File: src/rtl/irpw_pkg.sv
package irpw_pkg;
    typedef enum logic [1:0] {
        CAP_IDLE = 2'd0,
        CAP_RUN  = 2'd1,
        CAP_TAIL = 2'd2,
        CAP_DONE = 2'd3
    } cap_state_e;

    localparam logic [7:0] A_CTRL    = 8'h00;
    localparam logic [7:0] A_DIV     = 8'h04;
    localparam logic [7:0] A_FILT    = 8'h08;
    localparam logic [7:0] A_RESTART = 8'h0C;
    localparam logic [7:0] A_IEN     = 8'h10;
    localparam logic [7:0] A_ICLR    = 8'h14;
    localparam logic [7:0] A_CAP     = 8'h40;
endpackage

File: src/rtl/irpw_tick_gen.sv
module irpw_tick_gen #(
    parameter int DIV_W = 24
) (
    input  logic             clk,
    input  logic             rst_n,
    input  logic             en_i,
    input  logic [DIV_W-1:0] div_i,
    output logic             tick_o
);
    typedef struct packed {
        logic [DIV_W-1:0] cnt;
    } st_t;

    st_t st_d, st_q;
    logic [DIV_W-1:0] period;

    always_comb begin
        period = (div_i == '0) ? DIV_W'(1) : div_i;
        tick_o = en_i && (st_q.cnt >= period - DIV_W'(1));
        st_d   = st_q;
        if (!en_i || tick_o) st_d.cnt = '0;
        else                 st_d.cnt = st_q.cnt + DIV_W'(1);
    end

    always_ff @(posedge clk or negedge rst_n) begin
        if (!rst_n) st_q <= '0;
        else        st_q <= st_d;
    end
endmodule

File: src/rtl/irpw_sync_filter.sv
module irpw_sync_filter #(
    parameter int DG_W = 5
) (
    input  logic            clk,
    input  logic            rst_n,
    input  logic            din_i,
    input  logic            tick_i,
    input  logic [DG_W-1:0] dg_i,
    output logic            level_o
);
    typedef struct packed {
        logic            s1;
        logic            s2;
        logic            lvl;
        logic [DG_W-1:0] run;
    } st_t;

    st_t st_d, st_q;
    logic [DG_W:0] need;
    logic [DG_W:0] seen;

    always_comb begin
        need  = (dg_i == '0) ? (DG_W+1)'(1) : {1'b0, dg_i};
        seen  = {1'b0, st_q.run} + (DG_W+1)'(1);
        st_d    = st_q;
        st_d.s1 = din_i;
        st_d.s2 = st_q.s1;
        if (tick_i) begin
            if (st_q.s2 != st_q.lvl) begin
                if (seen >= need) begin
                    st_d.lvl = st_q.s2;
                    st_d.run = '0;
                end else begin
                    st_d.run = seen[DG_W-1:0];
                end
            end else begin
                st_d.run = '0;
            end
        end
    end

    assign level_o = st_q.lvl;

    always_ff @(posedge clk or negedge rst_n) begin
        if (!rst_n) st_q <= '0;
        else        st_q <= st_d;
    end
endmodule

File: src/rtl/irpw_capture_core.sv
module irpw_capture_core
    import irpw_pkg::*;
#(
    parameter int NUM_WORDS = 17,
    parameter int ENTRY_W   = 8,
    localparam int PER_WORD = 32 / ENTRY_W,
    localparam int NUM_ENT  = NUM_WORDS * PER_WORD,
    localparam int IDX_W    = $clog2(NUM_ENT + 1)
) (
    input  logic                              clk,
    input  logic                              rst_n,
    input  logic                              tick_i,
    input  logic                              level_i,
    input  logic                              restart_i,
    input  logic [7:0]                        tail_i,
    output logic [NUM_ENT-1:0][ENTRY_W-1:0]   ent_o,
    output cap_state_e                        state_o,
    output logic [IDX_W-1:0]                  idx_o,
    output logic                              done_o
);
    localparam logic [ENTRY_W-1:0] WMAX = '1;
    localparam logic [IDX_W-1:0]   LAST = IDX_W'(NUM_ENT - 1);

    typedef struct packed {
        cap_state_e                       st;
        logic [IDX_W-1:0]                 idx;
        logic [ENTRY_W-1:0]               cnt;
        logic [7:0]                       tcnt;
        logic                             lvl;
        logic [NUM_ENT-1:0][ENTRY_W-1:0]  ent;
    } st_t;

    st_t st_d, st_q;
    logic [ENTRY_W-1:0] cnt_inc;

    always_comb begin
        st_d    = st_q;
        done_o  = 1'b0;
        cnt_inc = (st_q.cnt == WMAX) ? WMAX : st_q.cnt + ENTRY_W'(1);
        if (restart_i) begin
            st_d.st   = CAP_IDLE;
            st_d.idx  = '0;
            st_d.cnt  = '0;
            st_d.tcnt = '0;
            st_d.lvl  = 1'b1;
            st_d.ent  = '0;
        end else if (tick_i) begin
            case (st_q.st)
                CAP_IDLE: begin
                    if (level_i && !st_q.lvl) begin
                        st_d.st  = CAP_RUN;
                        st_d.cnt = ENTRY_W'(1);
                    end
                    st_d.lvl = level_i;
                end
                CAP_RUN: begin
                    if (level_i != st_q.lvl) begin
                        st_d.ent[st_q.idx] = st_q.cnt;
                        st_d.idx = st_q.idx + IDX_W'(1);
                        st_d.lvl = level_i;
                        st_d.cnt = ENTRY_W'(1);
                        if (st_q.idx == LAST) begin
                            st_d.st = CAP_DONE;
                            done_o  = 1'b1;
                        end
                    end else begin
                        st_d.cnt = cnt_inc;
                        if (!st_q.lvl && cnt_inc == WMAX) begin
                            st_d.ent[st_q.idx] = WMAX;
                            st_d.idx  = st_q.idx + IDX_W'(1);
                            st_d.tcnt = '0;
                            if (st_q.idx == LAST) begin
                                st_d.st = CAP_DONE;
                                done_o  = 1'b1;
                            end else begin
                                st_d.st = CAP_TAIL;
                            end
                        end
                    end
                end
                CAP_TAIL: begin
                    if (st_q.tcnt == tail_i) begin
                        st_d.st = CAP_DONE;
                        done_o  = 1'b1;
                    end else begin
                        st_d.tcnt = st_q.tcnt + 8'd1;
                    end
                end
                default: ;
            endcase
        end
    end

    assign ent_o   = st_q.ent;
    assign state_o = st_q.st;
    assign idx_o   = st_q.idx;

    always_ff @(posedge clk or negedge rst_n) begin
        if (!rst_n) begin
            st_q     <= '0;
            st_q.st  <= CAP_IDLE;
            st_q.lvl <= 1'b1;
        end else begin
            st_q <= st_d;
        end
    end
endmodule

File: src/rtl/irpw_rx.sv
module irpw_rx
    import irpw_pkg::*;
#(
    parameter int               NUM_WORDS  = 17,
    parameter int               DIV_W      = 24,
    parameter int               DG_W       = 5,
    parameter logic [DIV_W-1:0] DIV_RESET  = DIV_W'(2300),
    parameter logic [7:0]       TAIL_RESET = 8'h0F,
    parameter logic [DG_W-1:0]  DG_RESET   = DG_W'(1),
    localparam int ENTRY_W = 8,
    localparam int NUM_ENT = NUM_WORDS * 4,
    localparam int IDX_W   = $clog2(NUM_ENT + 1)
) (
    input  logic        clk,
    input  logic        rst_n,
    input  logic        ir_i,
    input  logic        wr_en_i,
    input  logic [7:0]  wr_addr_i,
    input  logic [31:0] wr_data_i,
    input  logic [7:0]  rd_addr_i,
    output logic [31:0] rd_data_o,
    output logic        irq_o
);
    typedef struct packed {
        logic             run;
        logic             wde;
        logic [7:0]       tail;
        logic [DIV_W-1:0] div;
        logic [DG_W-1:0]  dg;
        logic             ien;
        logic             pend;
    } regs_t;

    regs_t reg_d, reg_q;

    logic restart_pulse, clr_pulse, done_pulse, tick, level;
    logic [NUM_ENT-1:0][ENTRY_W-1:0] ent;
    cap_state_e       cap_st;
    logic [IDX_W-1:0] cap_idx;

    assign restart_pulse = wr_en_i && (wr_addr_i == A_RESTART) && wr_data_i[0];
    assign clr_pulse     = wr_en_i && (wr_addr_i == A_ICLR) && wr_data_i[0];

    always_comb begin
        reg_d = reg_q;
        if (wr_en_i) begin
            case (wr_addr_i)
                A_CTRL: begin
                    reg_d.run  = wr_data_i[0];
                    reg_d.wde  = wr_data_i[13];
                    reg_d.tail = wr_data_i[31:24];
                end
                A_DIV:  reg_d.div = wr_data_i[DIV_W-1:0];
                A_FILT: reg_d.dg  = wr_data_i[8 +: DG_W];
                A_IEN:  reg_d.ien = wr_data_i[0];
                default: ;
            endcase
        end
        if (done_pulse)     reg_d.pend = 1'b1;
        else if (clr_pulse) reg_d.pend = 1'b0;
    end

    always_ff @(posedge clk or negedge rst_n) begin
        if (!rst_n) begin
            reg_q      <= '0;
            reg_q.tail <= TAIL_RESET;
            reg_q.div  <= DIV_RESET;
            reg_q.dg   <= DG_RESET;
        end else begin
            reg_q <= reg_d;
        end
    end

    irpw_tick_gen #(.DIV_W(DIV_W)) u_tick (
        .clk    (clk),
        .rst_n  (rst_n),
        .en_i   (reg_q.run && reg_q.wde),
        .div_i  (reg_q.div),
        .tick_o (tick)
    );

    irpw_sync_filter #(.DG_W(DG_W)) u_filt (
        .clk     (clk),
        .rst_n   (rst_n),
        .din_i   (ir_i),
        .tick_i  (tick),
        .dg_i    (reg_q.dg),
        .level_o (level)
    );

    irpw_capture_core #(.NUM_WORDS(NUM_WORDS), .ENTRY_W(ENTRY_W)) u_core (
        .clk       (clk),
        .rst_n     (rst_n),
        .tick_i    (tick),
        .level_i   (level),
        .restart_i (restart_pulse),
        .tail_i    (reg_q.tail),
        .ent_o     (ent),
        .state_o   (cap_st),
        .idx_o     (cap_idx),
        .done_o    (done_pulse)
    );

    always_comb begin
        rd_data_o = '0;
        case (rd_addr_i)
            A_CTRL:  rd_data_o = {reg_q.tail, 10'd0, reg_q.wde, 12'd0, reg_q.run};
            A_DIV:   rd_data_o = 32'(reg_q.div);
            A_FILT:  rd_data_o = 32'({reg_q.dg, 8'd0});
            A_IEN:   rd_data_o = {31'd0, reg_q.ien};
            A_ICLR:  rd_data_o = {31'd0, reg_q.pend};
            default: ;
        endcase
        for (int w = 0; w < NUM_WORDS; w++) begin
            if (rd_addr_i == 8'(int'(A_CAP) + 4 * w)) rd_data_o = ent[4*w +: 4];
        end
    end

    assign irq_o = reg_q.pend && reg_q.ien;
endmodule

File: config.mk
export PLATFORM = sky130hd
export DESIGN_NAME = irpw_rx
export DESIGN_NICKNAME = d
export VERILOG_FILES = /design/src/rtl/irpw_pkg.sv /design/src/rtl/irpw_tick_gen.sv /design/src/rtl/irpw_sync_filter.sv /design/src/rtl/irpw_capture_core.sv /design/src/rtl/irpw_rx.sv
export SDC_FILE = /design/constraint.sdc
export NUM_CORES = 2
export LEC_CHECK = 0
export BUFFER_PORTS_ARGS = -buffer_cell sky130_fd_sc_hd__buf_2
export CORE_ASPECT_RATIO = 0.9
export CORE_MARGIN = 4
export CORE_UTILIZATION = 45
export DETAILED_ROUTE_END_ITERATION = 8
export PLACE_DENSITY = 0.66
export SLEW_MARGIN = 20
export SYNTH_ARGS = -nofsm -noshare
export SYNTH_HDL_FRONTEND = slang
export SYNTH_SLANG_ARGS = --single-unit
File: constraint.sdc
create_clock -name clk -period 4.97 [get_ports clk]
set_clock_uncertainty 0.1 [all_clocks]
set_input_delay 0.994 -clock clk [delete_from_list [all_inputs] [get_ports clk]]
set_output_delay 0.994 -clock clk [all_outputs]
set_load 0.01 [all_outputs]
==> results_dict.tcl <==
set metrics [dict create \
    netlist_area_sq_um 30300 \
    final_area_sq_um 36500 \
    grt_pass1_wl_um 167000 \
    placed_area_sq_um 33500 \
    netlist.area_leader.share_pct 52.1 \
    crit_path_cell_trace "buf_2 -> buf_4 -> buf_4 -> nor4bb_2 -> buf_4 -> nand2_1 -> nand2_1 -> a221o_1 -> o221ai_1 -> a21oi_1 -> buf_2" \
    cp_slowest_stage_delay_ns 0.39 \
    max_cap_viol_count 0 \
    synth_top_flop_cell "dfrtp_1" \
    rr_startpoint "reg_q[24]" \
    synth_area_leaders "dfrtp_1, a22o_1, nor2_1, a21oi_1, a22oi_1" \
    die_x_um 281 \
    avgSynthCellArea_sq_um 11.0 \
    cp_max_fo 9 \
    drt-pass1-iter-count 6 \
    grt-ovfl-total 0 \
    clock_latency_ns 0.63 \
    dieArea_sq_um 71500 \
    power.leakage_nw 16.1 \
    min_period_ns 4.93 \
    final_antenna_net_count 0 \
    critPathRequiredTime_ns 3.88 \
    ys_seq_area_share_pct 53.2 \
    r2r_slack_ns 0.13 \
    coreArea_sq_um 66000 \
    synth_fp_nets 2838 \
    relSlewSlack_pct 31.4 \
    busiest_layer "met2" \
    fillCellCount 5482 \
    power_density_nw_per_um2 318 \
    root_buffer "clkbuf_16" \
    drtIter0Drc 3334 \
    grt_pass1_vias 26100 \
    synth_top_area_cell "dfrtp_1" \
    worstSetupStartpoint "rd_addr_i[3]" \
    drive_gt1_share_pct 20.5 \
    start_kind "input port" \
    netlist_instances 2747 \
    nets 3078 \
    grtUsageMet3_pct 8.79 \
    hold_path.class "register to register" \
    arrival_ns 3.84 \
    crit_family "buffers and inverters" \
    yosys.cell_count.top_type "dfrtp_1" \
    rows 89 \
    antenna_found_initial 1 \
    setup_viol 0 \
    slew_viol_final 0 \
    ys.warnings.count 0 \
    finalPower_mw 11.6 \
    initial_core_util_pct 45.8 \
    clk_pin_slew_ns 0.06 \
    io_pins 85 \
    critPathBufInv 5 \
    peakVddDrop_v 0.000279 \
    wl_um 113000 \
    num_vias 26800 \
    portBuffers 84 \
    cts_tree "done" \
    clockBufferDepth 3 \
    crit_end "rd_data_o[6]" \
    r2r_end "u_core.ent_o[12]" \
    r2r.worst_path.cells 22 \
    worst_pin_slew_ns 1.03 \
    cp-end-kind "primary output" \
    drcViolationCount 0 \
    grtUsageMet2_pct 45.0 \
    cpMostUsedCell "buf_4" \
    cts-htree-levels 3 \
    grtUsageMet1_pct 42.8 \
    gp_congestion 0.958 \
    setup_tns_ns 0 \
    dpl.hpwl_um 74700 \
    clock-sinks 643 \
    syn_to_final_growth_pct 20.5 \
    max_freq_ghz 0.203 \
    hold_viol 0 \
    grtUsageTotal_pct 30.5 \
    rsz0062_at_grt "true" \
    cp.depth 11 \
    synth_cell_types 77 \
    fin_crit_sh_pct 99.3 \
    synth_edf_count 0 \
    status "finished clean" \
    ys_seq_elements 643 \
    grt_max_degree 121 \
    die_y_um 254 \
    worstSetupPathType "input port to primary output" \
    wl_per_cell_um 29.0 \
    numCtsBuffers 73 \
    drt-vias-per-instance 6.85 \
    cpMaxStageDelayCell "nand2_1" \
    synth_common_cells "dfrtp_1, a22o_1, nor2_1" \
    async_reset_ff_share_pct 100 \
]
==> flip-flops by register name, summed over array words and instances (netlist names) <==
signal          flops
u_filt.st_q         6
u_tick.st_q        24
u_core.ent_o      544
reg_q              41
u_filt.st_d         1
u_core.state_o      2
u_filt.level_o      1
u_core.idx_o        7
u_core.st_q        17
==> what timing repair did <==
| action | CTS | global route |
|---|---|---|
| resized for setup | 2 | 53 |
| pin swaps | 0 | 9 |
| gates cloned | 0 | 8 |
| buffers inserted | 0 | 10 |
| hold buffers | 0 | 0 |
| setup endpoints to repair | 3 | 580 |
==> placed cells by master (no fill, tap or decap), types with 18 or more instances in the layout <==
cell type,instances
nand3_1,44
buf_12,51
a22oi_1,66
buf_2,83
xor2_1,23
nor3_1,26
inv_1,19
a22o_1,490
buf_4,203
mux2i_1,31
xnor2_1,33
o22ai_1,74
o221ai_1,18
clkbuf_16,79
nand2_1,129
a21oi_2,25
a21oi_1,131
a211oi_1,61
ha_1,38
clkbuf_8,21
o21ai_0,81
mux2_2,44
nor2_1,270
dfrtp_1,630
a221oi_1,32
==> cell type report <==
| cell class | instances | area [sq um] | area share, % |
|---|---|---|---|
| diodes | 2 | 5.00 | 0.0137 |
| clock buffers | 107 | 2210 | 6.05 |
| clock inverters | 21 | 262 | 0.717 |
| inverters | 21 | 78.8 | 0.216 |
| multi-input cells | 1897 | 13500 | 37.1 |
| flip-flops and latches | 643 | 16100 | 44.2 |
| well taps | 864 | 1080 | 2.97 |
| repair buffers | 351 | 3180 | 8.72 |
==> power breakdown <==
group / total [mW] / switching, mW / internal (mW) / leakage [nW]
clock: 5.62 / 2.28 / 3.34 / 1.22
sequential: 5.34 / 0.0504 / 5.29 / 8.52
combinational: 0.629 / 0.407 / 0.223 / 6.34
total: 11.6 / 2.73 / 8.85 / 16.1
==> worst min path at each step <==
stage | cells after the start | endpoint | startpoint | slack, ns
detailed placement | 0 | u_filt.st_q[6] | u_filt.st_d[6] | 0.23
CTS | 0 | u_filt.st_q[6] | u_filt.st_d[6] | 0.25
global placement | 0 | u_filt.st_q[6] | u_filt.st_d[6] | 0.24
finish | 0 | u_filt.st_q[6] | u_filt.st_d[6] | 0.25
global route | 0 | u_filt.st_q[6] | u_filt.st_d[6] | 0.26
floorplan | 0 | u_filt.st_q[6] | u_filt.st_d[6] | 0.23
==> metal layers <==
| layer | vias to the layer above | share of wire (%) | wire, um |
|---|---|---|---|
| li1 | 11100 | - | - |
| met1 | 13500 | 40 | 45000 |
| met2 | 1834 | 43 | 49200 |
| met3 | 340 | 12 | 14100 |
| met4 | 2 | 4.4 | 5020 |
| met5 | - | 0.011 | 12 |
==> cells by family (layout without fill, tap and decap cells) <==
group / count (synthesis) / in the layout / share of synthesized area, %
AND/OR/NAND/NOR: 626 / 626 / 10.0
multiplexers: 75 / 75 / 2.66
XOR/XNOR: 56 / 56 / 1.62
adder cells (fa/ha/maj): 39 / 39 / 1.61
AO/OA/AOI/OAI: 1101 / 1101 / 27.9
buffers and inverters: 207 / 500 / 2.97
other: 0 / 2 / 0
flip-flops: 643 / 643 / 53.2
==> through the flow <==
step | cells | utilization (%) | hold WS [ns] | setup WS (ns)
6_report | 3906 | 55.2 | 0.247 | 0.0369
2_1_floorplan | 2747 | - | 0.231 | 0.309
3_3_place_gp | 3758 | 50.7 | 0.235 | 0.0168
4_1_cts | 3886 | 54.5 | 0.247 | 0.00507
3_5_place_dp | 3758 | 50.7 | 0.235 | 0.00499
5_1_grt | 3904 | 55.2 | 0.256 | -0.0615
Power figures use the tool's default switching activity.
